--- src/rtl/tstep_fan_pkg.sv ---
package tstep_fan_pkg;
    localparam int AW    = 4;
    localparam int NSTEP = 4;
    localparam int LVW   = $clog2(NSTEP + 1);

    localparam logic [AW-1:0] ADR_RUN    = 4'd0;
    localparam logic [AW-1:0] ADR_WIDTH  = 4'd1;
    localparam logic [AW-1:0] ADR_PERIOD = 4'd2;
    localparam logic [AW-1:0] ADR_TEMP   = 4'd3;
    localparam logic [AW-1:0] ADR_RISE0  = 4'd4;
    localparam logic [AW-1:0] ADR_FALL0  = 4'd8;

    typedef logic [LVW-1:0] level_t;
endpackage

--- src/rtl/tstep_fan_cfg.sv ---
module tstep_fan_cfg
    import tstep_fan_pkg::*;
#(
    parameter int DW     = 16,
    parameter int TW     = 16,
    parameter int PERIOD = 2500
) (
    input  logic                     clk,
    input  logic                     rst_n,
    input  logic                     wr_en,
    input  logic [AW-1:0]            wr_addr,
    input  logic [TW-1:0]            wr_data,
    input  logic [AW-1:0]            rd_addr,
    input  logic [DW-1:0]            width_i,
    input  logic [TW-1:0]            temp_i,
    output logic                     run_o,
    output logic [NSTEP-1:0][TW-1:0] rise_thr_o,
    output logic [NSTEP-1:0][TW-1:0] fall_thr_o,
    output logic                     width_wr_o,
    output logic [DW-1:0]            rd_data_o
);
    typedef struct packed {
        logic                     run;
        logic [NSTEP-1:0][TW-1:0] rise;
        logic [NSTEP-1:0][TW-1:0] fall;
    } cfg_t;

    cfg_t cfg_d, cfg_q;

    always_comb begin
        cfg_d = cfg_q;
        if (wr_en) begin
            if (wr_addr == ADR_RUN) cfg_d.run = wr_data[0];
            for (int k = 0; k < NSTEP; k++) begin
                if (wr_addr == ADR_RISE0 + AW'(k)) cfg_d.rise[k] = wr_data;
                if (wr_addr == ADR_FALL0 + AW'(k)) cfg_d.fall[k] = wr_data;
            end
        end
    end

    always_ff @(posedge clk or negedge rst_n) begin
        if (!rst_n) begin
            cfg_q.run  <= 1'b0;
            cfg_q.rise <= '1;
            cfg_q.fall <= '0;
        end else begin
            cfg_q <= cfg_d;
        end
    end

    always_comb begin
        rd_data_o = '0;
        case (rd_addr)
            ADR_RUN:    rd_data_o = DW'(cfg_q.run);
            ADR_WIDTH:  rd_data_o = width_i;
            ADR_PERIOD: rd_data_o = DW'(PERIOD);
            ADR_TEMP:   rd_data_o = DW'(temp_i);
            default:    ;
        endcase
        for (int k = 0; k < NSTEP; k++) begin
            if (rd_addr == ADR_RISE0 + AW'(k)) rd_data_o = DW'(cfg_q.rise[k]);
            if (rd_addr == ADR_FALL0 + AW'(k)) rd_data_o = DW'(cfg_q.fall[k]);
        end
    end

    assign run_o      = cfg_q.run;
    assign rise_thr_o = cfg_q.rise;
    assign fall_thr_o = cfg_q.fall;
    assign width_wr_o = wr_en && (wr_addr == ADR_WIDTH);
endmodule

--- src/rtl/tstep_fan_step.sv ---
module tstep_fan_step
    import tstep_fan_pkg::*;
#(
    parameter int DW         = 16,
    parameter int TW         = 16,
    parameter int PERIOD     = 2500,
    parameter int SETTLE_CYC = 250_000_000
) (
    input  logic                     clk,
    input  logic                     rst_n,
    input  logic                     run_i,
    input  logic [TW-1:0]            temp_i,
    input  logic [NSTEP-1:0][TW-1:0] rise_thr_i,
    input  logic [NSTEP-1:0][TW-1:0] fall_thr_i,
    input  logic                     sw_wr_i,
    input  logic [DW-1:0]            sw_data_i,
    output logic [DW-1:0]            width_o,
    output level_t                   level_o,
    output logic                     ev_rise_o,
    output logic                     ev_chg_o
);
    localparam int SCW = $clog2(SETTLE_CYC + 1);
    localparam int LW  = $clog2(NSTEP);

    typedef struct packed {
        level_t         level;
        logic           pend;
        logic [SCW-1:0] sc;
        logic [DW-1:0]  width;
        logic           ev_rise;
        logic           ev_chg;
    } st_t;

    st_t st_d, st_q;

    logic [NSTEP-1:0] up_hit, dn_hit;
    logic             want_up, want_dn;

    for (genvar k = 0; k < NSTEP; k++) begin : g_cmp
        assign up_hit[k] = temp_i > rise_thr_i[k];
        assign dn_hit[k] = temp_i < fall_thr_i[k];
    end

    function automatic logic [DW-1:0] step_width(input level_t lv);
        return DW'((PERIOD * int'(lv)) / NSTEP);
    endfunction

    assign want_up = (st_q.level < LVW'(NSTEP)) && up_hit[LW'(st_q.level)];
    assign want_dn = (st_q.level != '0) && dn_hit[LW'(st_q.level - LVW'(1))];

    always_comb begin
        st_d         = st_q;
        st_d.ev_rise = 1'b0;
        st_d.ev_chg  = 1'b0;
        if (!run_i) begin
            st_d.level = '0;
            st_d.pend  = 1'b0;
            st_d.sc    = '0;
            if (sw_wr_i) st_d.width = sw_data_i;
        end else if (sw_wr_i) begin
            st_d.width  = sw_data_i;
            st_d.pend   = 1'b0;
            st_d.sc     = '0;
            st_d.ev_chg = 1'b1;
        end else if (st_q.pend) begin
            if (st_q.sc == SCW'(1)) begin
                st_d.level  = st_q.level + LVW'(1);
                st_d.width  = step_width(st_q.level + LVW'(1));
                st_d.pend   = 1'b0;
                st_d.sc     = '0;
                st_d.ev_chg = 1'b1;
            end else begin
                st_d.sc = st_q.sc - SCW'(1);
            end
        end else if (want_up) begin
            st_d.pend    = 1'b1;
            st_d.sc      = SCW'(SETTLE_CYC);
            st_d.ev_rise = 1'b1;
        end else if (want_dn) begin
            st_d.level  = st_q.level - LVW'(1);
            st_d.width  = step_width(st_q.level - LVW'(1));
            st_d.ev_chg = 1'b1;
        end
    end

    always_ff @(posedge clk or negedge rst_n) begin
        if (!rst_n) st_q <= '0;
        else        st_q <= st_d;
    end

    assign width_o   = st_q.width;
    assign level_o   = st_q.level;
    assign ev_rise_o = st_q.ev_rise;
    assign ev_chg_o  = st_q.ev_chg;
endmodule

--- src/rtl/tstep_fan_pwm.sv ---
module tstep_fan_pwm #(
    parameter int DW     = 16,
    parameter int PERIOD = 2500
) (
    input  logic          clk,
    input  logic          rst_n,
    input  logic          run_i,
    input  logic [DW-1:0] width_i,
    output logic          pwm_o
);
    localparam int CW = $clog2(PERIOD);

    typedef struct packed {
        logic [CW-1:0] cnt;
    } pw_t;

    pw_t pw_d, pw_q;

    always_comb begin
        pw_d = pw_q;
        if (!run_i || pw_q.cnt == CW'(PERIOD - 1)) pw_d.cnt = '0;
        else                                       pw_d.cnt = pw_q.cnt + CW'(1);
    end

    always_ff @(posedge clk or negedge rst_n) begin
        if (!rst_n) pw_q <= '0;
        else        pw_q <= pw_d;
    end

    assign pwm_o = run_i && (DW'(pw_q.cnt) < width_i);
endmodule

--- src/rtl/tstep_fan_ctrl.sv ---
module tstep_fan_ctrl
    import tstep_fan_pkg::*;
#(
    parameter int DW         = 16,
    parameter int TW         = 16,
    parameter int PERIOD     = 2500,
    parameter int SETTLE_CYC = 250_000_000
) (
    input  logic          clk,
    input  logic          rst_n,
    input  logic [TW-1:0] temp_code,
    input  logic          wr_en,
    input  logic [AW-1:0] wr_addr,
    input  logic [DW-1:0] wr_data,
    input  logic [AW-1:0] rd_addr,
    output logic [DW-1:0] rd_data,
    output logic          pwm_o,
    output logic          ev_temp_rise_o,
    output logic          ev_pwm_chg_o
);
    logic                     run_w;
    logic [NSTEP-1:0][TW-1:0] rise_w, fall_w;
    logic                     width_wr_w;
    logic [DW-1:0]            width_w;
    level_t                   level_w;

    tstep_fan_cfg #(.DW(DW), .TW(TW), .PERIOD(PERIOD)) cfg_i (
        .clk        (clk),
        .rst_n      (rst_n),
        .wr_en      (wr_en),
        .wr_addr    (wr_addr),
        .wr_data    (wr_data[TW-1:0]),
        .rd_addr    (rd_addr),
        .width_i    (width_w),
        .temp_i     (temp_code),
        .run_o      (run_w),
        .rise_thr_o (rise_w),
        .fall_thr_o (fall_w),
        .width_wr_o (width_wr_w),
        .rd_data_o  (rd_data)
    );

    tstep_fan_step #(.DW(DW), .TW(TW), .PERIOD(PERIOD), .SETTLE_CYC(SETTLE_CYC)) step_i (
        .clk        (clk),
        .rst_n      (rst_n),
        .run_i      (run_w),
        .temp_i     (temp_code),
        .rise_thr_i (rise_w),
        .fall_thr_i (fall_w),
        .sw_wr_i    (width_wr_w),
        .sw_data_i  (wr_data),
        .width_o    (width_w),
        .level_o    (level_w),
        .ev_rise_o  (ev_temp_rise_o),
        .ev_chg_o   (ev_pwm_chg_o)
    );

    tstep_fan_pwm #(.DW(DW), .PERIOD(PERIOD)) pwm_i (
        .clk     (clk),
        .rst_n   (rst_n),
        .run_i   (run_w),
        .width_i (width_w),
        .pwm_o   (pwm_o)
    );
endmodule

--- config.mk ---
export PLATFORM = sky130hd
export DESIGN_NAME = tstep_fan_ctrl
export DESIGN_NICKNAME = d
export VERILOG_FILES = /design/src/rtl/tstep_fan_pkg.sv /design/src/rtl/tstep_fan_cfg.sv /design/src/rtl/tstep_fan_step.sv /design/src/rtl/tstep_fan_pwm.sv /design/src/rtl/tstep_fan_ctrl.sv
export SDC_FILE = /design/constraint.sdc
export NUM_CORES = 1
export LEC_CHECK = 0
export BUFFER_PORTS_ARGS = -buffer_cell sky130_fd_sc_hd__buf_2
export CAP_MARGIN = 20
export CORE_UTILIZATION = 42
export DETAILED_ROUTE_END_ITERATION = 8
export GPL_TIMING_DRIVEN = 0
export MAX_ROUTING_LAYER = met4
export PLACE_DENSITY = 0.64
export SETUP_SLACK_MARGIN = 0.02
export SYNTH_ARGS = -nofsm -noshare
export SYNTH_HDL_FRONTEND = slang
export SYNTH_SLANG_ARGS = --single-unit
--- constraint.sdc ---
create_clock -name clk -period 8.91 [get_ports clk]
set_input_delay 0.4455 -clock clk [delete_from_list [all_inputs] [get_ports clk]]
set_output_delay 0.4455 -clock clk [all_outputs]
set_load 0.03 [all_outputs]
Word-level counts from Yosys, hierarchy flattened --
Cells that the tools add are included.
Word-level totals: bits in registers 191, input port bits 43, output and inout port bits 19
Cells by class: add/subtract/negate cells 4, multipliers 2, magnitude comparators 12, eq/ne operators 29, muxes and demuxes 36, reduce and logical (&&, ||, !) cells 22
Operators by type and width (count):
- $mux 16 | 12
- $mux 48 | 2
- $gt 16x16->1 | 4
- $lt 16x16->1 | 4
- $pmux 16 s4 | 1
- $mux 45 | 1
- $eq 4x3->1 const B | 8
- $eq 4x4->1 const B | 8
- $mux 29 | 1
- $eq 28x1->1 const B | 1
- $mux 28 | 1
- $sub 28x1->28 const B | 1
- $mul 10x3->13 const A | 2
- $reduce_and 2->1 | 9
- $lt 12x16->1 | 1
- $add 12x1->12 const B | 1
- $eq 12x12->1 const B | 1
- $mux 12 | 1
- $mux 1 | 10
- $mux 3 | 3
- $eq 4x1->1 const B | 2
- $eq 4x2->1 const B | 2
- $logic_not 4->1 | 2
- $reduce_and 4->1 | 2
- other kinds (17) | 25

Depth between registers and ports, before layout --
word-level depth 10, gate-level depth with buffers 14, mapped depth without buffers 14

By module --
From an unflattened synthesis, not the netlist that was laid out.
Unflattened totals: cells, all modules 1547, area total of the unflattened synthesis 14281.2 µm²
By module, submodules not included:
- tstep_fan_step | instances 1, cells an instance 906, area each 6884.1 µm²
- tstep_fan_cfg | instances 1, cells an instance 549, area each 6561.3 µm²
- tstep_fan_pwm | instances 1, cells an instance 92, area each 835.8 µm²

Worst setup path after synthesis --
Ideal clock, no wire load.
kind register to register, start point register cfg_i.cfg_q (netlist bit cfg_i.rise_thr_o[46]), end point register step_i.st_q (netlist bit step_i.width_o[15]), setup time 0.121 ns, arrival time 2.981 ns, data required time 8.789 ns, setup slack 5.808 ns, stages on the path, launching flop included 13, clock period less this slack 3.102 ns, path through dfstp_2 -> inv_1 -> ha_1 -> a21oi_1 -> nand2_1 -> a211o_1 -> or4_1 -> o2111a_1 -> or3_1 -> o21a_1 -> buf_6 -> buf_6 -> a22o_1
On the way: cells in the longest elaborated chain, start to end 6
Ends and longest elaborated chain:
- from (decl) | line tstep_fan_cfg.sv:28 | cfg_t cfg_d, cfg_q;
- from (signal assigned) | line tstep_fan_cfg.sv:47 | cfg_q <= cfg_d;
- $gt 16x16->1 | line tstep_fan_step.sv:40 | assign up_hit[k] = temp_i > rise_thr_i[k];
- $bmux 1 s2 | line tstep_fan_step.sv:48 | assign want_up = (st_q.level < LVW'(NSTEP)) && up_hit[LW'(st_q.level)];
- $mux 1 (not written as such) | line tstep_fan_step.sv:48
- $logic_and 1x1->1 | line tstep_fan_step.sv:48
- $ne 3x2->1 (no line)
- $reduce_and 4->1 (no line)
- to (signal assigned) | line tstep_fan_step.sv:88 | else st_q <= st_d;
- to (decl) | line tstep_fan_step.sv:34 | st_t st_d, st_q;
No other way between the ends. The select of a mux whose other input is x is not followed. A chain may end at the register's enable or synchronous reset.

Final worst setup path --
start point register step_i.st_q (netlist bit step_i.level_o[1]), end point register step_i.st_q (netlist bit step_i.width_o[15])
On the way: cells in the longest elaborated chain, start to end 6, elaborated cells on any way between the ends 12, those cells by class add/sub: 1; order compare: 1; eq/ne: 1; mux: 4; reduce/logical: 5
Ends and longest elaborated chain:
- $sub 3x1->3 | line tstep_fan_step.sv:49 | assign want_dn = (st_q.level != '0) && dn_hit[LW'(st_q.level - LVW'(1))];
- $bmux 1 s2 | line tstep_fan_step.sv:49
- $mux 1 (not written as such) | line tstep_fan_step.sv:49
- $logic_and 1x1->1 | line tstep_fan_step.sv:49
- $reduce_bool 3->1 (no line)
- $reduce_and 4->1 (no line) (*)
Every way passes the cells marked *; elsewhere a longest branch is shown, timed or not. The select of a mux whose other input is x is not followed.

==> summary.txt <==
Global routing
  – Gr usage total: 0.2946
  – Initial antenna violation count: 2
  – Vias in the first global route: 11,400
  – First-pass GRT wire length: 66,980 microns
  – Largest net degree at the start of global routing: 105
  – Total grt overflow: 0

Setup path
  – Worst path buffer plus inverter count: 4
  – Crit. End Element: flip-flop
  – CP max stage delay: between 0.6 and 0.7 ns
  – Worst Path Max Fanout: 10
  – Critical path startpoint category: flip-flop
  – Crit path max-delay family: simple AND/OR/NAND/NOR gates
  – Required @ worst endpoint: a little over 9 ns
  – CP dominant cell by count: buf_6
  – WS Path Type: reg -> reg
  – Critical-path cell list: inv_1 > ha_1 > clkbuf_1 > nor2_1 > a32oi_1 > o211ai_1 > or4_1 > or3_1 > o21a_1 > buf_6 > buf_6 > a22o_1
  – Worst EP arrival: between 4 and 5 ns
  – CP max stage cell: dfrtp_1

Placement
  – Buffers on Ports: 41
  – Placed Instances: ~1,900
  – Placed cell area: 13,680 sq um
  – RePlAce Congestion: about 1.0
  – Final HPWL DP: 32,870 microns

Timing
  – Period minus WS final: between 4 and 5 ns
  – Worst slew margin: 0.2824
  – Worst slew pin tran: 1.068 ns
  – Slew Viols, Final: 0
  – RSZ-0062 raised after global routing: no
  – Setup TNS: 0 ns
  – Final hold slack: -0.005662 ns
  – Final period util: 0.4965
  – Fmax: 226.0 MHz
  – Final Hold Viols: 1
  – Clock skew: 0.01372 ns
  – Endpoints failing setup: 0

Logic synthesis
  – Avg Cell Area, Syn: ~8.7 sq um
  – Post-synth EDFFs: 0
  – Post-synth ARST share: 1.000
  – Yosys reg bits: between 150 and 200
  – Synth area leader: dfrtp_1
  – Synth area leaders: dfrtp_1 25%, ha_1 15%, dfstp_2 13%, o21ai_0 6.8%, nand2_1 4.8%
  – Syn Nets: 1,674
  – Post-Synthesis Cells: between 1,000 and 1,500
  – Library cells used by synthesis: 60
  – Ys flop type: dfrtp_1
  – Post-Syn Area: ~13,000 sq um
  – Sequential element share of the synthesized area: 0.3758
  – Synth warnings: 0
  – Post-synth top area share: 0.2457

Outcome
  – Status: finished, violations left
  – Failing checks: negative hold slack

Power and ir drop
  – Psw: approximately 1.4 mW
  – Clock share of power: 0.238
  – VDD IR-drop max: about 0.14 mV
  – Power Internal: between 2 and 2.5 mW
  – Switch share: 0.3985
  – LEAKAGE: around 6.5 nW
  – Logic pwr share: 0.374
  – Sequential power share: 0.387
  – Pwr dens: ~240 nW/um^2

Clock tree
  – Clock buffer count from CTS: 17
  – Worst-path clk slew: approximately 0.07 ns
  – CTS-repair resized insts: 0
  – Worst-Skew Late Latency: approximately 0.46 ns
  – Post-CTS Hold Fix Bufs: 0
  – Clock sink total: roughly 190
  – H-tree Lvls: 4
  – Post-CTS setup buffer count: 0
  – Root buf cell: clkbuf_16
  – Clock Path Buffers: 2
  – CTS tree: done

Routing
  – WL final: 43,690 microns
  – Via count of the routed design: ~12,000
  – DR vias/cell: 5.959
  – Detailed-route DRC error count: 0
  – WL/cell: between 20 and 25 microns
  – Iter 0 DRT Violations: 997
  – Drt first pass iters: 8
  – Final ANT Viol Nets: 0

Die
  – Area of the core: 29,950 sq um
  – Starting Density: 0.4317
  – IO Pins: between 60 and 70
  – DIE AREA: between 30,000 and 40,000 sq um
  – Die Wd: roughly 180 microns
  – Die Ht: between 150 and 200 microns
  – Site Rows: 63

Cells and area
  – Total Nets Final: 1,737
  – Non-filler instance count after layout: 1,947
  – Final instance area: 14,290 sq um
  – Number of fillers in the final layout: approximately 2,900
  – Area delta synth->final: 10.50%
  – Sequential cell area: between 4000 and 5000 sq um
  – Layout cells sized above 1: 0.1221
  – Multi-input combinational cell area: roughly 7200 sq um

Flow run
  – Max Cap Viol: 0

Worst hold path
  – HP Class: in -> async
flip-flops by register name (all words and copies together), names as in the netlist:
| register | flops |
|---|---|
| cfg_i.fall_thr_o | 64 |
| cfg_i.rise_thr_o | 64 |
| step_i.st_q | 29 |
| step_i.width_o | 16 |
| pwm_i.pw_q | 12 |
| step_i.level_o | 3 |
| cfg_i.run_o | 1 |
| step_i.ev_chg_o | 1 |
| step_i.ev_rise_o | 1 |
worst paths after layout:
kind | startpoint | to | slack, ns | cells after the start
max | step_i.level_o[1]$_DFFE_PN0P_ | step_i.width_o[15]$_DFFE_PN0P_ | 4.49 | 12
max in group asynchronous | rst_n | pwm_i.pw_q[1]$_DFF_PN0_ | 7.91 | 2
min reg2reg | step_i.width_o[10]$_DFFE_PN0P_ | step_i.width_o[10]$_DFFE_PN0P_ | 0.50 | 1
min | rst_n | cfg_i.fall_thr_o[50]$_DFFE_PN0P_ | -0.006 | 1
max reg2reg | step_i.level_o[1]$_DFFE_PN0P_ | step_i.width_o[15]$_DFFE_PN0P_ | 4.49 | 12
min in group clk | wr_addr[2] | cfg_i.run_o$_DFFE_PN0P_ | 0.44 | 4
worst register-to-register path, delay by kind of cell, from the launching register on:
| kind | cells | cell delay [ns] |
|---|---|---|
| flip-flops | 1 | 0.62 |
| adder cells (fa/ha/maj) | 1 | 0.45 |
| AO/OA/AOI/OAI | 4 | 0.85 |
| buffers and inverters | 4 | 1.13 |
| AND/OR/NAND/NOR | 3 | 1.25 |
cell families after synthesis:
family | share of synthesized area
buffers and inverters | 0.06647
and+or+nand+nor | 0.1488
xor gates and xnor gates | 0.01355
muxes | 0.05215
adders and majority gates | 0.1461
AOI/OAI and AO/OA | 0.1972
DFF | 0.3758
cell type report:
cell class | count | share of cell area
buffer | 75 | 0.02075
clock inverter | 13 | 0.01051
sequential | 191 | 0.3401
tap | 390 | 0.03415
clock buffer | 19 | 0.03170
timing repair buffer | 44 | 0.01812
inverter | 150 | 0.03940
antenna | 1 | 0.0001751
multi-input combinational | 1064 | 0.5051
cells in the mapped netlist (all sizes together) (5+ instances only):
cell type	n
dfstp	64
dfrtp	127
nand2	165
a2111oi	5
mux2i	19
nand4	25
nor3	22
or4	7
a21o	22
nor2	93
a21oi	83
nand3	31
clkbuf	69
nor4	13
nand2b	19
a31oi	10
xor2	11
ha	151
o211ai	18
a211oi	8
or3	9
a22oi	20
o21ai	177
a22o	10
o21a	5
buf	6
xnor2	9
nor2b	13
inv	150
mux2	43
and3	5
a222oi	10
a221oi	15
placed cells by master, fill, tap and decap left out, types with 15 or more instances in the layout:
cell,count
nand2b_1,19
mux2_2,39
nand4_1,25
a22oi_1,20
o21ai_0,177
nand2_1,165
ha_1,151
dfstp_2,64
dfrtp_1,127
nand3_1,31
a21o_1,22
clkbuf_1,69
mux2i_1,19
a21oi_1,83
buf_2,41
o211ai_1,18
clkbuf_16,17
a221oi_1,15
nor3_1,20
nor2_1,93
inv_1,150
layer usage:
metal  global-route usage  share of wire  vias up  wire [microns]
met3              0.04670          0.073       77            3210
li1                     -              -     5369               -
met4              0.09829          0.029        0            1249
met1               0.3732           0.43     5683           18690
met5                    -              0        -               0
met2               0.4779           0.47      473           20540
power by group through the flow:
stage / combinational [mW] / sequential (mW) / clock (mW)
floorplan: 0.902 / 1.27 / 0
global placement: 1.22 / 1.33 / 0
detailed placement: 1.26 / 1.33 / 0
CTS: 1.27 / 1.32 / 0.823
global route: 1.44 / 1.35 / 0.854
finish: 1.28 / 1.33 / 0.815
through the flow:
| step | power [mW] | setup slack [ns] | utilization |
|---|---|---|---|
| 2_1_floorplan | 2.172 | 5.808 | - |
| 3_3_place_gp | 2.545 | 4.038 | 0.4549 |
| 3_5_place_dp | 2.592 | 4.683 | 0.4569 |
| 4_1_cts | 3.410 | 4.664 | 0.4770 |
| 5_1_grt | 3.639 | 4.415 | 0.4771 |
| 6_report | 3.421 | 4.486 | 0.4771 |
Note: power is estimated with default switching activity, not from simulation.
